`config.mk`:
```
export PLATFORM = sky130hd
export DESIGN_NAME = pred_commit_gate
export DESIGN_NICKNAME = d
export VERILOG_FILES = /design/src/rtl/pcg_pkg.sv /design/src/rtl/pcg_pred_board.sv /design/src/rtl/pcg_hold_slot.sv /design/src/rtl/pcg_retire_stage.sv /design/src/rtl/pred_commit_gate.sv
export SDC_FILE = /design/constraint.sdc
export NUM_CORES = 1
export LEC_CHECK = 0
export BUFFER_PORTS_ARGS = -buffer_cell sky130_fd_sc_hd__buf_2
export CORE_ASPECT_RATIO = 0.7
export CORE_MARGIN = 10
export CORE_UTILIZATION = 35
export DETAILED_ROUTE_END_ITERATION = 8
export HOLD_SLACK_MARGIN = 0.15
export PLACE_DENSITY = 0.61
export SLEW_MARGIN = 20
export SYNTH_ARGS = -nofsm -noshare
export SYNTH_HDL_FRONTEND = slang
export SYNTH_SLANG_ARGS = --single-unit
```
`constraint.sdc`:
```
create_clock -name clk -period 3.15 [get_ports clk]
set_input_delay 0.4725 -clock clk [delete_from_list [all_inputs] [get_ports clk]]
set_output_delay 0.4725 -clock clk [all_outputs]
set_load 0.02 [all_outputs]
```
`src/rtl/pcg_pkg.sv`:
```
package pcg_pkg;
  typedef enum logic [1:0] {
    OC_NONE   = 2'd0,
    OC_COMMIT = 2'd1,
    OC_DROP   = 2'd2
  } outcome_e;

  // Outcome of an instruction given the state of its predicate.
  function automatic outcome_e judge(input logic resolved, input logic truth);
    if (!resolved) return OC_NONE;
    return truth ? OC_COMMIT : OC_DROP;
  endfunction

  // Stall decision: slot busy, or stall policy with an unresolved predicate.
  function automatic logic must_stall(input logic slot_busy, input logic valid,
                                      input logic late, input logic resolved);
    return slot_busy | (valid & ~late & ~resolved);
  endfunction
endpackage

```
`src/rtl/pcg_pred_board.sv`:
```
module pcg_pred_board #(
  parameter int NPRED  = 16,
  parameter int TAG_W  = 4,
  parameter int DATA_W = 32
) (
  input  logic              clk,
  input  logic              rst_n,
  input  logic              set_en,
  input  logic [TAG_W-1:0]  set_idx,
  input  logic [DATA_W-1:0] set_val,
  input  logic              clr_en,
  input  logic [TAG_W-1:0]  clr_idx,
  input  logic [TAG_W-1:0]  rda_idx,
  output logic              rda_rdy,
  output logic              rda_tru,
  input  logic [TAG_W-1:0]  rdb_idx,
  output logic              rdb_rdy,
  output logic              rdb_tru
);
  logic [NPRED-1:0] rdy_q;
  logic [NPRED-1:0] tru_q;
  logic             set_tru;

  assign set_tru = |set_val;

  for (genvar e = 0; e < NPRED; e++) begin : g_ent
    always_ff @(posedge clk) begin
      if (!rst_n) begin
        rdy_q[e] <= 1'b1;
        tru_q[e] <= 1'b1;
      end else if (set_en && set_idx == TAG_W'(e)) begin
        rdy_q[e] <= 1'b1;
        tru_q[e] <= set_tru;
      end else if (clr_en && clr_idx == TAG_W'(e)) begin
        rdy_q[e] <= 1'b0;
      end
    end
  end

  logic hit_a, hit_b;
  assign hit_a   = set_en && (set_idx == rda_idx);
  assign hit_b   = set_en && (set_idx == rdb_idx);
  assign rda_rdy = hit_a | rdy_q[rda_idx];
  assign rda_tru = hit_a ? set_tru : tru_q[rda_idx];
  assign rdb_rdy = hit_b | rdy_q[rdb_idx];
  assign rdb_tru = hit_b ? set_tru : tru_q[rdb_idx];
endmodule

```
`src/rtl/pcg_hold_slot.sv`:
```
module pcg_hold_slot #(
  parameter int DST_W  = 5,
  parameter int DATA_W = 32,
  parameter int TAG_W  = 4
) (
  input  logic              clk,
  input  logic              rst_n,
  input  logic              fill,
  input  logic              drain,
  input  logic [DST_W-1:0]  fill_dst,
  input  logic [DATA_W-1:0] fill_val,
  input  logic [TAG_W-1:0]  fill_tag,
  input  logic              fill_load,
  output logic              busy,
  output logic [DST_W-1:0]  held_dst,
  output logic [DATA_W-1:0] held_val,
  output logic [TAG_W-1:0]  held_tag,
  output logic              held_load
);
  always_ff @(posedge clk) begin
    if (!rst_n) begin
      busy      <= 1'b0;
      held_dst  <= '0;
      held_val  <= '0;
      held_tag  <= '0;
      held_load <= 1'b0;
    end else if (fill) begin
      busy      <= 1'b1;
      held_dst  <= fill_dst;
      held_val  <= fill_val;
      held_tag  <= fill_tag;
      held_load <= fill_load;
    end else if (drain) begin
      busy      <= 1'b0;
    end
  end
endmodule

```
`src/rtl/pcg_retire_stage.sv`:
```
module pcg_retire_stage #(
  parameter int DST_W  = 5,
  parameter int DATA_W = 32
) (
  input  logic              clk,
  input  logic              rst_n,
  input  logic              fire,
  input  logic              keep,
  input  logic [DST_W-1:0]  dst,
  input  logic [DATA_W-1:0] val,
  input  logic              load,
  output logic              retire,
  output logic              wen,
  output logic              drop,
  output logic [DST_W-1:0]  o_dst,
  output logic [DATA_W-1:0] o_val,
  output logic              o_load
);
  always_ff @(posedge clk) begin
    if (!rst_n) begin
      retire <= 1'b0;
      wen    <= 1'b0;
      drop   <= 1'b0;
      o_load <= 1'b0;
      o_dst  <= '0;
      o_val  <= '0;
    end else begin
      retire <= fire;
      wen    <= fire & keep;
      drop   <= fire & ~keep;
      o_load <= fire & keep & load;
      if (fire) begin
        o_dst <= dst;
        o_val <= val;
      end
    end
  end
endmodule

```
`src/rtl/pred_commit_gate.sv`:
```
module pred_commit_gate #(
  parameter int DATA_W = 32,
  parameter int NREG   = 32,
  parameter int NPRED  = 16,
  parameter int DST_W  = $clog2(NREG),
  parameter int TAG_W  = $clog2(NPRED)
) (
  input  logic              clk,
  input  logic              rst_n,
  input  logic              late_resolve,
  input  logic              in_valid,
  input  logic [DST_W-1:0]  in_dst,
  input  logic [DATA_W-1:0] in_val,
  input  logic [TAG_W-1:0]  in_ptag,
  input  logic              in_load,
  output logic              in_stall,
  input  logic              pset_en,
  input  logic [TAG_W-1:0]  pset_idx,
  input  logic [DATA_W-1:0] pset_val,
  input  logic              pclr_en,
  input  logic [TAG_W-1:0]  pclr_idx,
  output logic              out_retire,
  output logic              out_wen,
  output logic              out_drop,
  output logic [DST_W-1:0]  out_dst,
  output logic [DATA_W-1:0] out_val,
  output logic              out_load
);
  import pcg_pkg::*;

  // Named internal events, also seen by the bound checker.
  logic              in_rdy, in_tru;
  logic              buf_busy, buf_rdy, buf_tru, buf_load;
  logic [DST_W-1:0]  buf_dst;
  logic [DATA_W-1:0] buf_val;
  logic [TAG_W-1:0]  buf_tag;
  logic              buf_fire, acc_fire, direct_fire, park, fire, keep;
  outcome_e          in_oc, buf_oc;
  logic [DST_W-1:0]  sel_dst;
  logic [DATA_W-1:0] sel_val;
  logic              sel_load;

  pcg_pred_board #(.NPRED(NPRED), .TAG_W(TAG_W), .DATA_W(DATA_W)) u_board (
    .clk(clk), .rst_n(rst_n),
    .set_en(pset_en), .set_idx(pset_idx), .set_val(pset_val),
    .clr_en(pclr_en), .clr_idx(pclr_idx),
    .rda_idx(in_ptag), .rda_rdy(in_rdy), .rda_tru(in_tru),
    .rdb_idx(buf_tag), .rdb_rdy(buf_rdy), .rdb_tru(buf_tru)
  );

  assign in_oc       = judge(in_rdy, in_tru);
  assign buf_oc      = judge(buf_rdy, buf_tru);
  assign in_stall    = must_stall(buf_busy, in_valid, late_resolve, in_rdy);
  assign buf_fire    = buf_busy & (buf_oc != OC_NONE);
  assign acc_fire    = in_valid & ~in_stall;
  assign direct_fire = acc_fire & (in_oc != OC_NONE);
  assign park        = acc_fire & (in_oc == OC_NONE);
  assign fire        = buf_fire | direct_fire;

  always_comb begin
    if (buf_busy) begin
      keep     = (buf_oc == OC_COMMIT);
      sel_dst  = buf_dst;
      sel_val  = buf_val;
      sel_load = buf_load;
    end else begin
      keep     = (in_oc == OC_COMMIT);
      sel_dst  = in_dst;
      sel_val  = in_val;
      sel_load = in_load;
    end
  end

  pcg_hold_slot #(.DST_W(DST_W), .DATA_W(DATA_W), .TAG_W(TAG_W)) u_slot (
    .clk(clk), .rst_n(rst_n),
    .fill(park), .drain(buf_fire),
    .fill_dst(in_dst), .fill_val(in_val), .fill_tag(in_ptag), .fill_load(in_load),
    .busy(buf_busy), .held_dst(buf_dst), .held_val(buf_val),
    .held_tag(buf_tag), .held_load(buf_load)
  );

  pcg_retire_stage #(.DST_W(DST_W), .DATA_W(DATA_W)) u_ret (
    .clk(clk), .rst_n(rst_n),
    .fire(fire), .keep(keep), .dst(sel_dst), .val(sel_val), .load(sel_load),
    .retire(out_retire), .wen(out_wen), .drop(out_drop),
    .o_dst(out_dst), .o_val(out_val), .o_load(out_load)
  );
endmodule

```
### Yosys cells after proc, flatten, opt, wreduce, memory -nomap -nowiden

Index checks and enable logic that the tools add are counted.

* $add $sub $neg: 0
* $mul: 0
* divide/modulo/power cells: 0
* order comparisons: 2
* eq/ne operators: 34
* shift operators: 0
* mux-type cells: 20
* bitwise logic cells: 18
* reductions and logical operators: 57

Operators with widths (count)
* $eq A4 B4 Y1 const B: 16
* $logic_and A1 B1 Y1: 34
* $eq A4 B3 Y1 const B: 8
* $mux W32: 1
* $reduce_or A2 Y1: 16
* $reduce_or A32 Y1: 1
* $bmux W1 S4: 4
* $eq A4 B2 Y1 const B: 4
* $lt A4 B5 Y1 const B: 2
* $mux W1: 10
* $and A1 B1 Y1: 9
* $eq A4 B1 Y1 const B: 2
* $eq A4 B4 Y1: 2
* $logic_not A4 Y1: 2
* $mux W2: 4
* $reduce_bool A2 Y1: 3
* $mux W5: 1
* $not A1 Y1: 5
* $eq A2 B1 Y1 const B: 2
* $or A1 B1 Y1: 4
* $logic_not A2 Y1: 1

* bits in registers: 116
* bits in latches: 0
* memory bits (writable): 0
* bits in read-only memories: 0
* output and inout bits: 42
* word-level logic and storage cells: 174
* memories: 0

### Logic depth before layout (Yosys ltp)

Gate-level depths: netlist (run 1).

* depth in word-level cells: 12
* gate-level depth with buffers: 9

### Modules after synthesis

A second synthesis (run 1) with hierarchy kept.

* cell total of the unflattened synthesis: 507
* area total of the unflattened synthesis: 5790.6 µm²

Modules (own cells, without submodules)
* pcg_pred_board: times used 1, cells an instance 190, area an instance 1898.1 µm², sequential area each 640.6 µm²
* pcg_hold_slot: times used 1, cells an instance 138, area an instance 1664.1 µm², sequential area each 860.8 µm²
* pcg_retire_stage: times used 1, cells an instance 128, area an instance 1531.5 µm², sequential area each 820.8 µm²
* pred_commit_gate: times used 1, cells an instance 51, area an instance 696.9 µm², sequential area each 0.0 µm²

### Worst setup path before layout (run 1)

No wires, ideal clock.

* path type: input to output
* start: input in_ptag[0]
* end: output in_stall
* arrival time: 2218 ps
* data required time: 2677 ps
* slack: 460 ps
* stages: 5
* path buffers: 1
* cells stage by stage: buf_4 > mux4_2 > mux2i_1 > mux2i_1 > o41ai_1

* longest elaborated chain between the ends: 6
* elaborated cells on any way between the ends: 8
* classes of those cells: 1 x eq/ne; 2 x mux; 4 x bitwise; 1 x reduce/logical

Ends and longest elaborated chain
* from (decl): RTL line pred_commit_gate.sv:14 `input logic [TAG_W-1:0] in_ptag,`
* $bmux W1 S4 or $eq A4 B4 Y1 (tied branches): RTL line pcg_pred_board.sv:43, pcg_pred_board.sv:41
* $mux W1 (not written as such) or $logic_and A1 B1 Y1 (tied branches): RTL line pcg_pred_board.sv:43, pcg_pred_board.sv:41
* $or A1 B1 Y1 (*): RTL line pcg_pred_board.sv:43 `assign rda_rdy = hit_a | rdy_q[rda_idx];`
* $not A1 Y1 (*): RTL line pcg_pkg.sv:17 `return slot_busy | (valid & ~late & ~resolved);`
* $and A1 B1 Y1 (*): RTL line pcg_pkg.sv:17
* $or A1 B1 Y1 (*): RTL line pcg_pkg.sv:17
* to (decl): RTL line pred_commit_gate.sv:16 `output logic in_stall,`

Mark *: on every way between the ends. The rest lies on a longest branch, timed or not. The select of a mux whose other input is x is not followed.

### Worst setup path after layout (run 1)

Ends and elaborated chain as after synthesis.

==> results of run 1 <==
-- metal layers --
metal | routed length [um] | vias to the layer above
li1 | - | 2185
met1 | 6790 | 2188
met2 | 7110 | 153
met3 | 1410 | 16
met4 | 146 | 0
met5 | 0 | -
-- synth_stat cells, types with 4 or more instances --
cell / count
a21oi_1: 37
buf_2: 8
buf_4: 5
clkbuf_1: 27
dfxtp_1: 116
inv_1: 4
mux2i_1: 89
mux4_2: 17
nand2_1: 33
nand3_1: 23
nor2_1: 6
nor2b_1: 45
nor4_1: 11
o211ai_1: 16
o21ai_0: 18
o31ai_1: 37
xnor2_1: 5
-- cells by family after synthesis --
logic type,after synthesis,share of synthesized area (%)
flip-flops,116,43.4
AO/OA/AOI/OAI,114,13.6
buffers and inverters,48,4.33
AND/OR/NAND/NOR,135,13.6
XOR/XNOR,8,1.31
multiplexers,106,23.8
-- flip-flops by register name, summed over array words and instances (netlist names) --
name,flops
u_ret.o_val,32
u_slot.held_val,32
u_board.rdy_q,16
u_board.tru_q,16
u_ret.o_dst,5
u_slot.held_dst,5
u_slot.held_tag,4
u_ret.drop,1
u_ret.o_load,1
u_ret.retire,1
u_ret.wen,1
u_slot.busy,1
u_slot.held_load,1
-- power by group --
group | total, mW | switching, mW | internal (mW) | leakage, nW
sequential | 1.56 | 0.0341 | 1.53 | 0.948
clock | 1.98 | 0.706 | 1.27 | 0.297
combinational | 0.390 | 0.231 | 0.160 | 1.34
-- stage by stage --
stage	cells	hold WS (ns)	setup slack [ns]	power, mW	cell area [um^2]
2_1_floorplan	527	0.466	0.460	1.82	5350
3_3_place_gp	819	0.479	0.286	1.97	6130
3_5_place_dp	819	0.496	0.259	1.98	6130
4_1_cts	851	0.333	0.526	3.97	6750
5_1_grt	851	0.344	0.364	4.08	6750
6_report	851	0.349	0.547	3.93	6750
-- worst max-delay path by stage --
stage	end	start	depth (start not counted)	slack, ns
after floorplan	in_stall	in_ptag[0]	5	0.46
after global placement	u_slot.held_load	in_ptag[0]	8	0.29
after detailed placement	u_slot.held_dst[4]	in_ptag[0]	8	0.26
after CTS	in_stall	in_ptag[0]	6	0.53
after global routing	u_ret.o_dst[1]	u_slot.held_tag[0]	7	0.36
final	in_stall	in_ptag[0]	6	0.55
-- layout make-up --
cell class	instances	area, um^2	area share, %
Tap cell	195	244	3.62
Inverter	4	15.0	0.223
Timing Repair Buffer	141	748	11.1
Sequential cell	116	2320	34.4
Clock inverter	14	176	2.61
Clock buffer	18	439	6.51
Multi-Input combinational cell	363	2800	41.5
-- worst max-delay path, cell delays in order --
cell and delay, ns:
buf_2 0.25, mux4_2 0.55, mux2i_1 0.15, mux2i_1 0.16, o41ai_1 0.32, buf_2 0.23
==> results.sh, run 1 <==
export IMPL_clock_sinks=116
export IMPL_cp_end_kind="output pin"
export IMPL_r2r_start="u_slot.held_tag[0]"
export IMPL_final_common_cell="buf_2"
export IMPL_syn2layout_area_growth_pct=26.2
export IMPL_synth_area_leader_cell="dfxtp_1"
export IMPL_n_fill_cell=1402
export IMPL_cts_hold_buffers=0
export IMPL_gr_usage_met1_pct=18.5
export IMPL_ys_flop_type="dfxtp_1"
export IMPL_htree_levels=4
export IMPL_status="complete, no violations"
export IMPL_initial_utilization_pct=36.1
export IMPL_final_nets=731
export IMPL_worstHoldEndpoint="u_slot.held_val[2]"
export IMPL_fp_dieH_um=123
export IMPL_ys_types=34
export IMPL_min_period_ns=2.60
export IMPL_final_cell_mix="buf_2 (129), dfxtp_1 (115), mux2i_1 (89), nor2b_1 (45)"
export IMPL_grt_pass1_vias=4644
export IMPL_grt_util_met3_pct=4.31
export IMPL_skew_ns=0.00802
export IMPL_die_w_um=168
export IMPL_clkTransAtPathRegs_ns=0.06
export IMPL_tightestPinTransition_ns=0.716
export IMPL_rows=37
export IMPL_fmax_ghz=0.384
export IMPL_grt_pass1_wl_um=24700
export IMPL_drive_gt1_share_pct=29.9
export IMPL_synth_top_area_share_pct=43.4
export IMPL_antenna_left=0
export IMPL_rsz0062_at_grt="false"
export IMPL_synthCells=527
export IMPL_synth_edf_count=0
export IMPL_core_area_mm2=0.0148
export IMPL_synthesis_area_mm2=0.00535
export IMPL_fin_util_pct=45.5
export IMPL_wire_per_inst_um=18.2
export IMPL_finalHoldViolCount=0
export IMPL_slew_violations=0
export IMPL_cts_root_buf="clkbuf_16"
export IMPL_clk_path_buf_depth=2
export IMPL_path_max_fanout=8
export IMPL_r2r_cells=7
export IMPL_fin_tns_setup_ns=0
export IMPL_place_hpwl_um=11000
export IMPL_rr_endpoint="u_ret.o_val[29]"
export IMPL_cp_required_ns=2.68
export IMPL_drc_errors=0
export IMPL_grt_overflow=0
export IMPL_holdPathStages=3
export IMPL_wirelength_um=15400
export IMPL_crit_type="in -> out"
export IMPL_first_pass_iters=4
export IMPL_drv_cap=0
export IMPL_gp_congestion=0.995
export IMPL_io_buffers=129
export IMPL_cp_start_kind="primary input"
export IMPL_cp_arrival_ns=2.13
export IMPL_antenna_found_initial=0
export IMPL_ys_ff_latch=116
export IMPL_hp_start="in_val[2]"
export IMPL_yosysSeqAreaShare_pct=43.4
export IMPL_fin_crit_sh_pct=82.6
export IMPL_hold_path_class="in -> reg"
export IMPL_maxSlewHeadroom_pct=51.8
export IMPL_cts_buffers=17
export IMPL_grt_util_met2_pct=23.4
export IMPL_post_cts_setup_buffers=0
export IMPL_busiest_layer="met2"
export IMPL_clock_latency_ns=0.40
export IMPL_via_per_inst=5.34
export IMPL_io_pins=130
export IMPL_grt_start_max_net_pins=44
export IMPL_yosysWarningCount=0
export IMPL_tritoncts="built"
export IMPL_die_area_mm2=0.0207
export IMPL_power_density_mw_per_mm2=582
export IMPL_post_cts_resized=0
export IMPL_drt_first_iter_violations=252
export IMPL_rrSetupSlack_ns=0.58
export IMPL_synth_top_cells_by_area="dfxtp_1 (43%), mux2i_1 (17%), mux4_2 (7.2%)"
export IMPL_finalSetupViolations=0
export IMPL_avgSynthCellArea_um2=10.1
export IMPL_vias=4542
export IMPL_track_usage_pct=14.6
export IMPL_ir_drop_mv=0.322
export IMPL_async_reset_ff_share_pct=0
export IMPL_syn_nets=615
export IMPL_power_leakage_nw=2.59
export IMPL_n_antenna_cell=0
No activity file was read; power rests on OpenSTA's default activity.
==> inputs of run 2 (changes only) <==
Settings changed: ABC_AREA set to 1, PLACE_DENSITY 0.61 to 0.62.
Clock period 3.15 ns to 2.2 ns, I/O delays scaled along.
==> results.sh, run 2 <==
export IMPL_status="complete, no violations"
export IMPL_via_per_inst=4.88
export IMPL_fin_crit_sh_pct=91.2
export IMPL_r2r_start="u_slot.held_tag[1]"
export IMPL_ir_drop_mv=0.440
export IMPL_yosysMostFrequentCell="nand2_1"
export IMPL_skew_ns=0.00950
export IMPL_finalSetupViolations=0
export IMPL_power_density_mw_per_mm2=837
export IMPL_power_leakage_nw=4.08
export IMPL_synth_edf_count=0
export IMPL_cp_end_kind="output pin"
export IMPL_gp_congestion=0.937
export IMPL_synthesis_area_mm2=0.00651
export IMPL_clkTransAtPathRegs_ns=0.06
export IMPL_pre_cts_slack_ns=0.211
export IMPL_grt_start_max_net_pins=76
export IMPL_clock_sinks=116
export IMPL_crit_type="reg -> out"
export IMPL_whs_ns=0.255
export IMPL_drt_first_iter_violations=681
export IMPL_vias=6868
export IMPL_io_pins=130
export IMPL_critPathCapture="in_stall"
export IMPL_n_antenna_cell=0
export IMPL_fp_dieH_um=134
export IMPL_dp_cells=1376
export IMPL_final_cell_mix="nand2_1 (264), nor2_1 (146), buf_2 (129), inv_1 (128), dfxtp_1 (115)"
export IMPL_clock_latency_ns=0.41
export IMPL_die_area_mm2=0.0246
export IMPL_min_period_ns=2.01
export IMPL_cp_required_ns=1.87
export IMPL_critPathLaunch="u_board.rdy_q[10]"
export IMPL_r2r_cells=10
export IMPL_synth_area_leader_cell="dfxtp_1"
export IMPL_initial_utilization_pct=35.9
export IMPL_yosysWarningCount=0
export IMPL_path_max_fanout=6
export IMPL_tritoncts="built"
export IMPL_grt_overflow=0
export IMPL_cp_start_kind="register"
export IMPL_synthCells=1051
export IMPL_final_common_cell="nand2_1"
export IMPL_first_pass_iters=5
export IMPL_syn_nets=1139
export IMPL_fin_area_mm2=0.00806
export IMPL_rrSetupSlack_ns=0.20
export IMPL_final_cells=1407
export IMPL_grt_pass1_wl_um=32700
export IMPL_reg_top3="u_ret.o_val x32, u_slot.held_val x32"
export IMPL_wire_per_inst_um=14.2
export IMPL_post_dp_cell_area_mm2=0.00739
export IMPL_place_hpwl_um=14100
export IMPL_synth_top_cells_by_area="dfxtp_1 (36%), nand2_1 (15%), nor2_1 (8.4%)"
export IMPL_cp_arrival_ns=1.68
export IMPL_clk_path_buf_depth=2
export IMPL_fmax_ghz=0.498
export IMPL_syn2layout_area_growth_pct=23.8
export IMPL_drc_errors=0
export IMPL_yosysSeqAreaShare_pct=35.7
export IMPL_io_buffers=129
export IMPL_rr_endpoint="u_ret.o_load"
export IMPL_ys_flop_type="dfxtp_1"
export IMPL_async_reset_ff_share_pct=0
export IMPL_cts_buffers=17
export IMPL_ys_types=27
export IMPL_maxSlewHeadroom_pct=56.4
export IMPL_tightestPinTransition_ns=0.649
export IMPL_antenna_found_initial=0
export IMPL_core_area_mm2=0.0182
export IMPL_antenna_left=0
export IMPL_slew_violations=0
export IMPL_hold_path_class="in -> reg"
export IMPL_htree_levels=4
export IMPL_die_w_um=183
export IMPL_setup_ws_ns=0.193
export IMPL_wirelength_um=20000
export IMPL_drive_gt1_share_pct=19.8
export IMPL_synth_top_area_share_pct=35.7
export IMPL_rsz0062_at_grt="false"
export IMPL_netlist_top_cells_count="nand2_1 (265), nor2_1 (146), inv_1 (128)"
export IMPL_drv_cap=0
export IMPL_avgSynthCellArea_um2=6.20
export IMPL_final_nets=1247
export IMPL_ys_ff_latch=116
export IMPL_rows=41
export IMPL_post_cts_setup_buffers=0
export IMPL_grt_pass1_vias=6263
export IMPL_fin_tns_setup_ns=0
export IMPL_finalHoldViolCount=0
export IMPL_track_usage_pct=16.1
export IMPL_cts_root_buf="clkbuf_16"
## run 2: cell count changes in the layout (fill, tap and decap cells not counted), sizes merged, moves of 14 or more
cell    previous run  this run
nor2b             45         0
o21ai             18        63
nand3             23        56
nand3b             3        37
nand4              2        44
nand2             33       265
mux2i             89         0
nor2               6       147
mux4              17         0
buf              141       155
nor3               3        25
o31ai             37         0
inv                7       164
## run 2: how the worst min path moves through the flow
| stage | startpoint | depth (start not counted) | endpoint | slack (ns) |
|---|---|---|---|---|
| floorplan | u_board.rdy_q[11] | 2 | u_board.rdy_q[11] | 0.44 |
| global placement | u_board.rdy_q[5] | 2 | u_board.rdy_q[5] | 0.46 |
| detailed placement | u_board.rdy_q[5] | 2 | u_board.rdy_q[5] | 0.46 |
| CTS | in_val[4] | 5 | u_slot.held_val[4] | 0.25 |
| global route | in_val[4] | 5 | u_slot.held_val[4] | 0.26 |
| finish | in_val[12] | 5 | u_slot.held_val[12] | 0.25 |
## run 2: area by class of cell
| type | count | area [um^2] |
|---|---|---|
| fill | 1927 | 10100 |
| multi-input combinational | 704 | 3260 |
| sequential | 116 | 2320 |
| timing repair buffer | 155 | 903 |
| inverter | 165 | 619 |
| clock buffer | 23 | 488 |
| tap | 236 | 295 |
| clock inverter | 8 | 171 |
## run 2: routing by layer
metal | wire, um | part of all wire (%) | GRT usage [%] | vias to the layer above
met5 | 0 | 0 | 0 | -
met1 | 10100 | 50 | 22.9 | 3122
li1 | - | - | - | 3531
met2 | 8450 | 42 | 23.2 | 204
met4 | 173 | 0.87 | 4.31 | 0
met3 | 1320 | 6.6 | 4.07 | 11
## run 2: kinds of logic after synthesis
family	Yosys count	synth area share, %
and+or+nand+nor	575	39.4
buffers and inverters	231	14.5
AOI/OAI and AO/OA	129	10.5
DFF	116	35.7
## run 2: worst max-delay path, cell delays in order, from the launching register on
cell	delay (ns)
dfxtp_1	0.32
o211ai_1	0.26
nand3_1	0.13
nand3_2	0.13
nand4_4	0.14
nand2_1	0.11
buf_2	0.17
## run 2: repair_timing
action,4_1_cts,5_1_grt
gates resized for setup,0,1
hold buffers,0,0
setup endpoints to repair,0,1
## run 2: where the power goes
| group | internal (mW) | switching, mW | leakage [nW] |
|---|---|---|---|
| sequential | 2.27 | 0.0854 | 0.952 |
| clock | 2.13 | 0.996 | 0.319 |
| combinational | 0.463 | 0.807 | 2.81 |
## run 2: through the flow
stage	util (%)	total power [mW]
after floorplan	-	3.27
after global placement	40.7	3.65
after detailed placement	40.7	3.66
after CTS	44.3	6.81
after global routing	44.4	7.09
final	44.4	6.75
==> inputs of run 3 (changes only) <==
Settings changed: ABC_AREA 1 to not set, PLACE_DENSITY 0.62 to 0.63.
==> results.sh, run 3 (synthesis results as in run 1) <==
export IMPL_clock_sinks=116
export IMPL_status="finished with violations"
export IMPL_via_per_inst=5.41
export IMPL_cp_start_kind="register"
export IMPL_rr_endpoint="u_ret.o_val[5]"
export IMPL_die_area_mm2=0.0207
export IMPL_power_density_mw_per_mm2=780
export IMPL_path_max_fanout=10
export IMPL_drv_cap=0
export IMPL_n_antenna_cell=0
export IMPL_gp_congestion=0.921
export IMPL_cts_root_buf="clkbuf_16"
export IMPL_skew_ns=0.00998
export IMPL_maxSlewHeadroom_pct=52.7
export IMPL_clkTransAtPathRegs_ns=0.05
export IMPL_power_internal_mw=4.51
export IMPL_min_period_ns=2.47
export IMPL_swShare_pct=24.4
export IMPL_track_usage_pct=16.6
export IMPL_cp_arrival_ns=2.82
export IMPL_antenna_found_initial=0
export IMPL_cp_end_kind="register"
export IMPL_power_leakage_nw=2.86
export IMPL_rrSetupSlack_ns=-0.27
export IMPL_critPathLaunch="u_board.rdy_q[15]"
export IMPL_tightestPinTransition_ns=0.710
export IMPL_clk_path_buf_depth=2
export IMPL_violations="setup timing"
export IMPL_clkPwrFrac_pct=49.4
export IMPL_final_cell_mix="buf_2 (128), dfxtp_1 (109), mux2i_1 (87), nor2b_1 (45)"
export IMPL_setup_ws_ns=-0.268
export IMPL_finalSetupViolations=82
export IMPL_p_comb_share_pct=12.8
export IMPL_pre_cts_slack_ns=-0.349
export IMPL_clock_latency_ns=0.42
export IMPL_antenna_left=0
export IMPL_fmax_ghz=0.405
export IMPL_power_total_mw=5.96
export IMPL_core_area_mm2=0.0148
export IMPL_dp_cells=838
export IMPL_place_hpwl_um=11700
export IMPL_crit_type="reg -> reg"
export IMPL_drive_gt1_share_pct=43.0
export IMPL_tritoncts="built"
export IMPL_drt_first_iter_violations=395
export IMPL_first_pass_iters=6
export IMPL_fp_dieH_um=123
export IMPL_initial_utilization_pct=36.1
export IMPL_p_sw_mw=1.45
export IMPL_reg_top3="u_ret.o_val x32, u_slot.held_val x32"
export IMPL_r2r_start="u_board.rdy_q[15]"
export IMPL_rsz0062_at_grt="true"
export IMPL_die_w_um=168
export IMPL_critPathCapture="u_ret.o_val[5]"
export IMPL_syn2layout_area_growth_pct=42.9
export IMPL_grt_start_max_net_pins=114
export IMPL_io_buffers=129
export IMPL_slowest_delay_ns=0.46
export IMPL_slowest_stage="mux4_2"
export IMPL_htree_levels=4
export IMPL_final_cells=885
export IMPL_hold_path_class="in -> reg"
export IMPL_rows=37
export IMPL_fin_crit_sh_pct=112
export IMPL_final_common_cell="buf_2"
export IMPL_grt_pass1_vias=4886
export IMPL_p_seq_share_pct=37.7
export IMPL_slew_violations=0
export IMPL_io_pins=130
export IMPL_cts_buffers=17
export IMPL_drc_errors=0
export IMPL_grt_overflow=0
export IMPL_vias=4785
export IMPL_wire_per_inst_um=20.2
export IMPL_finalHoldViolCount=0
export IMPL_path_cells="mux4_2, mux2i_1, mux2i_2, buf_4, a311o_2, or2_4, buf_6, buf_12, a21oi_2"
export IMPL_cp_required_ns=2.55
export IMPL_r2r_cells=9
export IMPL_wirelength_um=17900
export IMPL_grt_pass1_wl_um=27300
export IMPL_final_nets=765
export IMPL_ir_drop_mv=0.501
-- run 3: changes by cell type in the layout (fill, tap and decap cells not counted), sizes merged, moves of 12 or more --
cell / change
nor3: -22
nand3b: -34
a31oi: -12
o31ai: +37
nand4: -42
nor2b: +45
inv: -160
o21ai: -45
mux4: +17
buf: +18
nor2: -141
nand2: -232
nand3: -33
mux2i: +89
-- run 3: how the worst min path moves through the flow --
stage	from	to	cells after the start
floorplan	u_board.tru_q[6]	u_board.tru_q[6]	2
global placement	u_board.tru_q[11]	u_board.tru_q[11]	2
detailed placement	u_board.tru_q[12]	u_board.tru_q[12]	2
CTS	in_val[18]	u_slot.held_val[18]	3
global route	in_val[18]	u_slot.held_val[18]	3
finish	in_dst[2]	u_slot.held_dst[2]	3
-- run 3: stage by stage --
| stage | cell area (um^2) | hold WS [ns] | setup TNS (ns) | utilization, % |
|---|---|---|---|---|
| final | 7640 | 0.194 | -14.86 | 51.6 |
| after global routing | 7640 | 0.194 | -24.15 | 51.6 |
| after CTS | 7470 | 0.183 | -11.88 | 50.5 |
| after detailed placement | 6340 | 0.491 | -24.00 | 42.8 |
| after global placement | 6340 | 0.480 | -25.06 | 42.8 |
| after floorplan | 5390 | 0.466 | -0.122 | - |
-- run 3: cell type report --
type / count / area (um^2)
inverters: 4 / 15.0
multi-input cells: 363 / 3170
clock inverters: 9 / 150
fillers: 1321 / 7180
flip-flops and latches: 116 / 2330
clock buffers: 23 / 478
well taps: 195 / 244
repair buffers: 175 / 1250
-- run 3: repair_timing --
item / in CTS / in global routing
setup endpoints to repair: 79 / 85
gates cloned: 6 / 2
gates resized for setup: 70 / 24
buffers inserted: 6 / 2
hold buffers: 0 / 0
pin swaps: 2 / 4
-- run 3: power by group through the flow --
stage	logic (mW)	clock network, mW	registers, mW
4_1_cts	0.738	2.98	2.24
3_5_place_dp	0.587	0	2.28
2_1_floorplan	0.271	0	2.34
6_report	0.765	2.95	2.25
5_1_grt	0.816	3.11	2.25
3_3_place_gp	0.573	0	2.27
-- run 3: worst max-delay path, delay by kind of cell (launching register included) --
kind / cells / cell delay (ns)
compound gates: 2 / 0.56
buf+inv: 3 / 0.43
flops: 1 / 0.34
mux: 3 / 0.77
simple gates: 1 / 0.30
-- run 3: routing by layer --
metal,wire (um),part of all wire [%],up-vias,GRT usage [%]
met5,0,0,-,0
met3,1400,7.8,18,5.68
met4,178,0.99,0,5.10
li1,-,-,2253,-
met1,8070,45,2332,21.6
met2,8250,46,182,25.6
